**src/rtl/rsz_pkg.sv**
```systemverilog
package rsz_pkg;
  localparam int RSZ_SIZE_W    = 16;   // width of every size input
  localparam int RSZ_COEF_W    = 14;   // step width
  localparam int RSZ_FRAC_BITS = 13;   // fraction bits of the step
  localparam int RSZ_MAX_SRC   = 4096; // largest accepted source size
  localparam int RSZ_MAX_DST   = 1024; // largest accepted destination size
  localparam int RSZ_MAX_HALF  = 2;    // cap on pre-shrink halvings
  localparam int RSZ_RATIO_SH  = 3;    // log2 of steepest shrink ratio

  typedef enum logic [1:0] {
    AX_IDLE,
    AX_CHECK,
    AX_SHRINK,
    AX_DIV
  } ax_state_t;

  typedef enum logic [2:0] {
    TOP_IDLE,
    TOP_VGO,
    TOP_VWAIT,
    TOP_HGO,
    TOP_HWAIT
  } top_state_t;
endpackage

```
**src/rtl/rsz_divider.sv**
```systemverilog
// Restoring shift-subtract divider, one quotient bit per clock.
module rsz_divider #(
  parameter int NW = 23,
  parameter int DW = 10
) (
  input  logic          clk,
  input  logic          rst_n,
  input  logic          start,
  input  logic [NW-1:0] num,
  input  logic [DW-1:0] den,
  output logic          done,
  output logic [NW-1:0] quo
);
  localparam int CW = $clog2(NW + 1);

  logic [DW:0]   rem_r;
  logic [NW-1:0] q_r;
  logic [DW-1:0] den_r;
  logic [CW-1:0] cnt_r;
  logic          run_r;
  logic [DW:0]   trial;
  logic          fits;

  assign trial = {rem_r[DW-1:0], q_r[NW-1]};
  assign fits  = trial >= {1'b0, den_r};

  always_ff @(posedge clk or negedge rst_n) begin
    if (!rst_n) begin
      rem_r <= '0;
      q_r   <= '0;
      den_r <= '0;
      cnt_r <= '0;
      run_r <= 1'b0;
      done  <= 1'b0;
    end else begin
      done <= 1'b0;
      if (start) begin
        rem_r <= '0;
        q_r   <= num;
        den_r <= den;
        cnt_r <= CW'(NW);
        run_r <= 1'b1;
      end else if (run_r) begin
        rem_r <= fits ? (trial - {1'b0, den_r}) : trial;
        q_r   <= {q_r[NW-2:0], fits};
        cnt_r <= cnt_r - CW'(1);
        if (cnt_r == CW'(1)) begin
          run_r <= 1'b0;
          done  <= 1'b1;
        end
      end
    end
  end

  assign quo = q_r;
endmodule

```
**src/rtl/rsz_axis.sv**
```systemverilog
// One-axis engine: range checks, pre-shrink selection, step division.
module rsz_axis
  import rsz_pkg::*;
#(
  parameter int SIZE_W    = RSZ_SIZE_W,
  parameter int COEF_W    = RSZ_COEF_W,
  parameter int FRAC_BITS = RSZ_FRAC_BITS,
  parameter int MAX_SRC   = RSZ_MAX_SRC,
  parameter int MAX_DST   = RSZ_MAX_DST,
  parameter int MAX_HALF  = RSZ_MAX_HALF,
  parameter int RATIO_SH  = RSZ_RATIO_SH,
  localparam int DSC_W    = $clog2(MAX_HALF + 1)
) (
  input  logic              clk,
  input  logic              rst_n,
  input  logic              start,
  input  logic [SIZE_W-1:0] src_sz,
  input  logic [SIZE_W-1:0] dst_sz,
  output logic              done,
  output logic              err,
  output logic              warn,
  output logic [DSC_W-1:0]  dsc,
  output logic [COEF_W-1:0] coef
);
  localparam int DW   = $clog2(MAX_DST);
  localparam int NW   = FRAC_BITS + DW;
  localparam int WIDE = SIZE_W + RATIO_SH + 1;

  ax_state_t         state_r;
  logic [SIZE_W-1:0] src_r, dst_r, work_r;
  logic [DSC_W-1:0]  dsc_r;

  logic [WIDE-1:0] src_x, dst_x, work_x;
  logic            bad_src, bad_dst, bad_ratio, bad_div, any_bad;
  logic            halve, div_go, div_done, sat;
  logic [NW-1:0]   div_num, div_quo;
  logic [DW-1:0]   div_den;

  assign src_x  = WIDE'(src_r);
  assign dst_x  = WIDE'(dst_r);
  assign work_x = WIDE'(work_r);

  assign bad_src   = src_x > WIDE'(MAX_SRC);
  assign bad_dst   = dst_x > WIDE'(MAX_DST);
  assign bad_ratio = (dst_x << RATIO_SH) < src_x;
  assign bad_div   = dst_x < WIDE'(2);
  assign any_bad   = bad_src | bad_dst | bad_ratio | bad_div;

  assign halve  = ((work_x > WIDE'(MAX_DST)) || (work_x >= (dst_x << 1)))
                  && (dsc_r < DSC_W'(MAX_HALF));
  assign div_go = (state_r == AX_SHRINK) && !halve;

  assign div_num = NW'(work_r - SIZE_W'(1)) << FRAC_BITS;
  assign div_den = DW'(dst_r - SIZE_W'(1));
  assign sat     = |div_quo[NW-1:COEF_W];

  rsz_divider #(.NW(NW), .DW(DW)) u_div (
    .clk   (clk),
    .rst_n (rst_n),
    .start (div_go),
    .num   (div_num),
    .den   (div_den),
    .done  (div_done),
    .quo   (div_quo)
  );

  always_ff @(posedge clk or negedge rst_n) begin
    if (!rst_n) begin
      state_r <= AX_IDLE;
      src_r   <= '0;
      dst_r   <= '0;
      work_r  <= '0;
      dsc_r   <= '0;
      done    <= 1'b0;
      err     <= 1'b0;
      warn    <= 1'b0;
      coef    <= '0;
    end else begin
      done <= 1'b0;
      unique case (state_r)
        AX_IDLE: if (start) begin
          src_r   <= src_sz;
          dst_r   <= dst_sz;
          state_r <= AX_CHECK;
        end
        AX_CHECK: begin
          if (any_bad) begin
            done    <= 1'b1;
            err     <= 1'b1;
            warn    <= 1'b0;
            state_r <= AX_IDLE;
          end else begin
            work_r  <= src_r;
            dsc_r   <= '0;
            state_r <= AX_SHRINK;
          end
        end
        AX_SHRINK: begin
          if (halve) begin
            work_r <= work_r >> 1;
            dsc_r  <= dsc_r + DSC_W'(1);
          end else begin
            state_r <= AX_DIV;
          end
        end
        AX_DIV: if (div_done) begin
          done    <= 1'b1;
          err     <= 1'b0;
          warn    <= sat;
          coef    <= sat ? '1 : div_quo[COEF_W-1:0];
          state_r <= AX_IDLE;
        end
        default: state_r <= AX_IDLE;
      endcase
    end
  end

  assign dsc = dsc_r;
endmodule

```
**src/rtl/scaler_setup_calc.sv**
```systemverilog
// Runs the axis engine for height then width and packs both results.
module scaler_setup_calc
  import rsz_pkg::*;
#(
  parameter int SIZE_W    = RSZ_SIZE_W,
  parameter int COEF_W    = RSZ_COEF_W,
  parameter int FRAC_BITS = RSZ_FRAC_BITS,
  parameter int MAX_SRC   = RSZ_MAX_SRC,
  parameter int MAX_DST   = RSZ_MAX_DST,
  parameter int MAX_HALF  = RSZ_MAX_HALF,
  parameter int RATIO_SH  = RSZ_RATIO_SH,
  localparam int DSC_W    = $clog2(MAX_HALF + 1),
  localparam int HALF_W   = DSC_W + COEF_W,
  localparam int WORD_W   = 2 * HALF_W
) (
  input  logic              clk,
  input  logic              rst_n,
  input  logic              start,
  input  logic [SIZE_W-1:0] src_h,
  input  logic [SIZE_W-1:0] dst_h,
  input  logic [SIZE_W-1:0] src_w,
  input  logic [SIZE_W-1:0] dst_w,
  output logic              busy,
  output logic              done,
  output logic              err,
  output logic              warn,
  output logic [WORD_W-1:0] word
);
  top_state_t        state_r;
  logic [SIZE_W-1:0] sh_r, dh_r, sw_r, dw_r;
  logic [HALF_W-1:0] vres_r;
  logic              vwarn_r;

  logic              ax_start, ax_done, ax_err, ax_warn, on_height;
  logic [SIZE_W-1:0] ax_src, ax_dst;
  logic [DSC_W-1:0]  ax_dsc;
  logic [COEF_W-1:0] ax_coef;

  assign on_height = (state_r == TOP_VGO) || (state_r == TOP_VWAIT);
  assign ax_start  = (state_r == TOP_VGO) || (state_r == TOP_HGO);
  assign ax_src    = on_height ? sh_r : sw_r;
  assign ax_dst    = on_height ? dh_r : dw_r;

  rsz_axis #(
    .SIZE_W(SIZE_W), .COEF_W(COEF_W), .FRAC_BITS(FRAC_BITS),
    .MAX_SRC(MAX_SRC), .MAX_DST(MAX_DST), .MAX_HALF(MAX_HALF),
    .RATIO_SH(RATIO_SH)
  ) u_axis (
    .clk    (clk),
    .rst_n  (rst_n),
    .start  (ax_start),
    .src_sz (ax_src),
    .dst_sz (ax_dst),
    .done   (ax_done),
    .err    (ax_err),
    .warn   (ax_warn),
    .dsc    (ax_dsc),
    .coef   (ax_coef)
  );

  always_ff @(posedge clk or negedge rst_n) begin
    if (!rst_n) begin
      state_r <= TOP_IDLE;
      sh_r    <= '0;
      dh_r    <= '0;
      sw_r    <= '0;
      dw_r    <= '0;
      vres_r  <= '0;
      vwarn_r <= 1'b0;
      done    <= 1'b0;
      err     <= 1'b0;
      warn    <= 1'b0;
      word    <= '0;
    end else begin
      done <= 1'b0;
      unique case (state_r)
        TOP_IDLE: if (start) begin
          sh_r    <= src_h;
          dh_r    <= dst_h;
          sw_r    <= src_w;
          dw_r    <= dst_w;
          err     <= 1'b0;
          warn    <= 1'b0;
          state_r <= TOP_VGO;
        end
        TOP_VGO: state_r <= TOP_VWAIT;
        TOP_VWAIT: if (ax_done) begin
          if (ax_err) begin
            done    <= 1'b1;
            err     <= 1'b1;
            state_r <= TOP_IDLE;
          end else begin
            vres_r  <= {ax_dsc, ax_coef};
            vwarn_r <= ax_warn;
            state_r <= TOP_HGO;
          end
        end
        TOP_HGO: state_r <= TOP_HWAIT;
        TOP_HWAIT: if (ax_done) begin
          done    <= 1'b1;
          state_r <= TOP_IDLE;
          if (ax_err) begin
            err <= 1'b1;
          end else begin
            word <= {vres_r, ax_dsc, ax_coef};
            warn <= vwarn_r | ax_warn;
          end
        end
        default: state_r <= TOP_IDLE;
      endcase
    end
  end

  assign busy = (state_r != TOP_IDLE);
endmodule

```
**config.mk**
```make
export PLATFORM = sky130hd
export DESIGN_NAME = scaler_setup_calc
export DESIGN_NICKNAME = d
export VERILOG_FILES = /design/src/rtl/rsz_pkg.sv /design/src/rtl/rsz_divider.sv /design/src/rtl/rsz_axis.sv /design/src/rtl/scaler_setup_calc.sv
export SDC_FILE = /design/constraint.sdc
export NUM_CORES = 1
export LEC_CHECK = 0
export ABC_AREA = 1
export BUFFER_PORTS_ARGS = -buffer_cell sky130_fd_sc_hd__buf_2
export CELL_PAD_IN_SITES_DETAIL_PLACEMENT = 0
export CELL_PAD_IN_SITES_GLOBAL_PLACEMENT = 1
export CORE_MARGIN = 2
export CORE_UTILIZATION = 44
export CTS_CLUSTER_DIAMETER = 30
export DETAILED_ROUTE_END_ITERATION = 7
export HOLD_SLACK_MARGIN = 0.06
export PLACE_DENSITY_LB_ADDON = 0.1
export SYNTH_ARGS = -nofsm -noshare
export SYNTH_HDL_FRONTEND = slang
export SYNTH_SLANG_ARGS = --single-unit
```
**constraint.sdc**
```tcl
create_clock -name clk -period 3.1 [get_ports clk]
set_input_delay 0.775 -clock clk [delete_from_list [all_inputs] [get_ports clk]]
set_output_delay 0.775 -clock clk [all_outputs]
set_load 0.005 [all_outputs]
```
# --- Word-level counts from Yosys, hierarchy flattened ---
# Cells that the tools add are included.
classes:
  n_mul: 0
  magnitude_cmp: 8
  muxes: 52
  n_shift: 0
  addsub: 5
  n_eq_ne: 20
  n_bitwise: 5
  div_mod_pow: 0
  reduce_logical: 27
op_table:
  columns: ["cell", "n"]
  rows:
  - ["$mux W16", 4]
  - ["$mux W23", 2]
  - ["$gt A16 B11 Y1 const B", 2]
  - ["$pmux W16 S2", 1]
  - ["$mux W10", 3]
  - ["$mux W1", 20]
  - ["$sub A10 B1 Y10 const B", 2]
  - ["$lt A19 B16 Y1", 1]
  - ["$reduce_and A3 Y1", 6]
  - ["$ge A16 B17 Y1", 1]
  - ["$gt A16 B13 Y1 const B", 1]
  - ["$lt A16 B2 Y1 const B", 1]
  - ["$pmux W3 S5", 1]
  - ["$mux W14", 1]
  - ["$mux W2", 7]
  - ["$ne A2 B1 Y1 const B", 6]
  - ["$ne A2 B2 Y1 const B", 6]
  - ["$pmux W1 S2", 6]
  - ["$ge A11 B10 Y1", 1]
  - ["$mux W5", 2]
  - ["$reduce_bool A2 Y1", 5]
  - ["$sub A10 B10 Y10", 1]
  - ["$mux W3", 3]
  - ["$reduce_or A9 Y1", 1]
  - ["22 further kinds", 33]
word_totals:
  ramBits: 0
  input_bits: 67
  memories: 0
  output_inout_bits: 36
  regBits: 238
  latch_bits: 0
  mem_bits_ro: 0
  word_cells: 143

# --- Logic depth before layout (Yosys ltp) ---
depth:
  word_depth: 6
  mapped_depth: 17

# --- Modules after synthesis ---
# A second synthesis with hierarchy kept.
unflattened:
  cells_unflattened: 1446
  hier_area_um2: 12095.4
by_module_without_submodules:
  columns: ["mod", "instances", "area_each_um2", "cells_per_inst"]
  rows:
  - ["scaler_setup_calc", 1, 5106.1, 542]
  - ["rsz_axis", 1, 4146.5, 542]
  - ["rsz_divider", 1, 2842.7, 362]

# --- Worst setup path before layout ---
# No wires, ideal clock.
synth_timing:
  path_kind: "flip-flop to flip-flop"
  from: "register u_axis.dst_r[5]"
  to: "register u_axis.u_div.q_r[17] (netlist: u_axis.u_div.quo[17])"
  path_buffers: 2
  path_stages_with_launch: 15
  slack_ns: 1.134
  arrival_time_ns: 1.841
  required_time_ns: 2.975
  cell_sequence: "dfrtp_1 -> inv_1 -> ha_1 -> a21oi_1 -> nor2_1 -> nor2_1 -> nand2_1 -> nand2_1 -> nand4_4 -> nand2_2 -> nand2_4 -> buf_6 -> buf_6 -> nand3_2 -> nand3_1"
synth_via:
  elab_chain_cells: 6
synth_rtl:
  columns: ["item", "line", "text"]
  rows:
  - ["from (decl)", "rsz_axis.sv:30", "logic [SIZE_W-1:0] src_r, dst_r, work_r;"]
  - ["from (signal assigned)", "rsz_axis.sv:83", "dst_r <= dst_sz;"]
  - ["$ge A16 B17 Y1 (*)", "rsz_axis.sv:49", "assign halve = ((work_x > WIDE'(MAX_DST)) || (work_x >= (dst_x << 1)))"]
  - ["$logic_or A1 B1 Y1 (*)", "rsz_axis.sv:49", null]
  - ["$logic_and A1 B1 Y1 (*)", "rsz_axis.sv:50", "&& (dsc_r < DSC_W'(MAX_HALF));"]
  - ["$logic_not A1 Y1 (*)", "rsz_axis.sv:51", "assign div_go = (state_r == AX_SHRINK) && !halve;"]
  - ["$logic_and A1 B1 Y1 (*)", "rsz_axis.sv:51", null]
  - ["$mux W23 / $reduce_bool A2 Y1 (equally long branches)", null, null]
  - ["to (signal assigned)", "rsz_divider.sv:39", "q_r <= num;"]
  - ["to (signal assigned)", "rsz_divider.sv:45", "q_r <= {q_r[NW-2:0], fits};"]
  - ["to (decl)", "rsz_divider.sv:17", "logic [NW-1:0] q_r;"]
# Every way passes the cells marked *; elsewhere a longest branch is shown, timed or not.
# A chain may end at the register's enable or synchronous reset.

# --- Final worst setup path ---
layout_timing:
  from: "register u_axis.dst_r[3]"
  to: "register u_axis.u_div.q_r[8] (netlist: u_axis.u_div.quo[8])"
# The elaborated chain is that of the path after synthesis.

==> flow_summary_export.csv <==
group,metric,value,unit
place,port_buffers,102,
detailed_routing,num_vias,9500,
pwr,leakage,7.878,nW
synthesis,ys.warnings.count,0,
place,globalplace.congestion,0.8651,
floorplanning,die_h,167.6,µm
status,status,"finished clean",
place,placedCellCount,1807,
critical_path,reg2regPathDepth,12,
timing,hold_violations,0,
synthesis,synthTopCellsByCount,"423 x nand2_1, 238 x dfrtp_1, 142 x inv_1, 123 x o21ai_0, 105 x nand3_1",
cts,cts_tree,"built",
detailed_routing,via_per_inst,4.963,
cts,ctsResizeCount,0,
floorplanning,die_x,167.6,µm
synthesis,syn-cell-area,11770,µm²
timing,relSlewSlack,37.25,%
run,timing.max_cap.violations,0,
pwr,ir_drop,0.5267,mV
synthesis,synthArstFlopShare,100.0,%
floorplanning,rows,59,
synthesis,synth_top_cell_area_share,50.60,%
synthesis,synthesis.nets,1524,
cts,cts_setup_buffers,0,
timing,fmax,395.3,MHz
cts,cts.sinks,238,
timing,finalCritPeriodShare,81.61,%
global_route,grt_pass1_vias,9551,
critical_path,crit_chain,"inv_1, ha_1, nand2_1, nor2_1, nand2_1, nor2_1, nand2_1, nand4_4, nand2_2, nand2_4, nand2_2, o21ai_0",
critical_path,crit_top_cell,"nand2_1",
detailed_routing,routed_wl,28330,µm
global_route,grt_max_degree,67,
synthesis,yosysMostFrequentCell,"nand2_1",
critical_path,crit_type,"register to register",
synthesis,synth-seq-cells,238,
synthesis,synth_ff_type,"dfrtp_1",
detailed_routing,drc,0,
hold_path,hold_path.class,"input pin to asynchronous set/reset pin",
detailed_routing,wl_per_cell,14.80,µm
global_route,antenna_found_initial,0,
place,hpwl,19610,µm
pwr,power,0.009250,W
synthesis,synthCells,1408,
pwr,p_per_area,632.0,nW/µm²
floorplanning,ios,103,
cts,cts-htree-levels,2,
timing,setup_viol,0,
cts,insertion_delay,0.56,ns
timing,period_minus_slack,2.530,ns
synthesis,synthDistinctLibCells,44,
cells_and_area,syn_to_final_growth,24.34,%
cells_and_area,nets,1647,
global_route,grt_pass1_wl,48440,µm
critical_path,slowest_delay,0.43,ns
timing,rsz0062_at_grt,"false",
cts,hold_buffers,0,
critical_path,cp_slowest_cell,"dfrtp_1",
synthesis,synth_area_per_cell,8.360,µm²
synthesis,synth_top_area_cell,"dfrtp_1",
critical_path,worstPathArrival,3.00,ns
global_route,track_usage,20.94,%
critical_path,cp.required,3.57,ns
critical_path,cp-end-kind,"register",
floorplanning,coreArea,26130,µm²
timing,tightest_slew,0.9412,ns
floorplanning,die_area,28080,µm²
cells_and_area,drive_gt1_share,17.73,%
timing,drv_slew,0,
cells_and_area,stdcell_count,1914,
detailed_routing,drt_iter0_markers,510,
floorplanning,start_util,45.04,%
critical_path,critPathLaunchType,"register",
synthesis,synth.area.top_cells,"dfrtp_1 51%, nand2_1 13%, o21ai_0 5.2%, ha_1 5.1%, inv_1 4.5%",
synthesis,synth-edff-count,0,
critical_path,cp_max_fo,30,
timing,fin_skew,0.02957,ns
synthesis,ys_seq_area_share,50.60,%
cts,cts_buffers,57,
global_route,grt_overflow_total,0,
detailed_routing,drt_first_pass_iters,4,
cells_and_area,diodes,0,
detailed_routing,ant_nets,0,
cts,clockBufferDepth,3,
timing,fin_setup_tns,0,ns
cts,root_buffer,"clkbuf_16",
cts,cts.clk_slew.worst_paths,0.05,ns
-- per-layer routing --
| layer | part of all wire [%] | routed length [µm] | track usage (%) | up-vias |
|---|---|---|---|---|
| met5 | 0 | 0 | 0 | - |
| met4 | 3.0 | 840 | 7.750 | 0 |
| met3 | 4.3 | 1221 | 3.947 | 55 |
| met2 | 46 | 12900 | 33.97 | 175 |
| met1 | 47 | 13370 | 28.13 | 4458 |
| li1 | - | - | - | 4812 |
-- state kept, by name (all words and copies together), names as in the netlist, 2 cells and up, named ones only --
register and count:
sw_r 16, u_axis.dst_r 16, word 32, u_axis.coef 14
dw_r 16, u_axis.work_r 16, u_axis.dsc 2, dh_r 16
u_axis.u_div.den_r 10, vres_r 16, sh_r 16, u_axis.src_r 16
u_axis.u_div.cnt_r 5, u_axis.u_div.rem_r 10, state_r 3, u_axis.u_div.quo 23
-- critical path: cells and delay by family (launching register included) --
family | cells | cell delay (ns)
compound gates | 1 | 0.28
buf+inv | 1 | 0.19
simple gates | 9 | 1.19
flops | 1 | 0.43
fa+ha+maj | 1 | 0.36
-- through the flow --
stage / utilization [%] / cell area, µm² / worst slack, ns / hold slack, ns
global route: 56.01 / 14640 / 0.3439 / 0.1983
global placement: 48.42 / 12650 / 0.6457 / 0.4607
detailed placement: 48.42 / 12650 / 0.5795 / 0.4606
CTS: 56.01 / 14640 / 0.5946 / 0.1808
finish: 56.01 / 14640 / 0.5701 / 0.1674
floorplan: - / 11770 / 1.134 / 0.4436
-- final timing paths --
path                                                    from                                end  slack, ns
max                              u_axis.dst_r[3]$_DFFE_PN0P_    u_axis.u_div.quo[8]$_DFFE_PN0P_       0.57
max reg2reg                      u_axis.dst_r[3]$_DFFE_PN0P_    u_axis.u_div.quo[8]$_DFFE_PN0P_       0.57
max in group asynchronous                              rst_n               sw_r[12]$_DFFE_PN0P_       2.22
min reg2reg                u_axis.u_div.cnt_r[4]$_DFFE_PN0P_        u_axis.u_div.done$_DFF_PN0_       0.45
min in group clk                                    src_w[2]                sw_r[2]$_DFFE_PN0P_       0.42
min                                                    rst_n  u_axis.u_div.rem_r[5]$_DFFE_PN0P_       0.17
-- placed cells by master (no fill, tap or decap), drive strengths merged --
master    instances
clkbuf           74
a21oi            21
mux2             17
dfrtp           238
nand3           112
or2               1
clkinvlp          7
a211oi            1
fa                1
xor2             20
buf             124
a21o              3
o211ai            1
nand2           428
a31oi             1
ha               48
xnor2             5
clkinv           13
a21boi            1
o21bai            2
o22ai            34
o21ai           137
inv             155
or4               1
bufinv            7
nand4            15
nor2             99
nor3             11
nor4              1
o31ai             1
-- power breakdown --
group          internal [W]  switching, W  leakage [nW]
clock               0.00417       0.00186         0.961
sequential          0.00312             0          3.32
combinational     0.0000392     0.0000724          3.60
total               0.00732       0.00193          7.88
-- kinds of logic (layout without fill, tap and decap cells) --
logic type	count (synthesis)	in the layout	synth area share [%]
AO/OA/AOI/OAI	202	202	9.630
adder cells (fa/ha/maj)	49	49	5.272
flip-flops	238	238	50.60
AND/OR/NAND/NOR	668	668	23.86
buffers and inverters	209	380	7.153
XOR/XNOR	25	25	1.860
multiplexers	17	17	1.626
-- final cells by class --
type / instances / area, µm²
clock buffer: 74 / 1580
sequential: 238 / 5956
tap: 335 / 419.2
timing repair buffer: 124 / 735.7
inverter: 149 / 559.3
multi-input combinational: 961 / 4984
clock inverter: 33 / 402.9
fill: 2480 / 11500
Power figures use the tool's default switching activity.
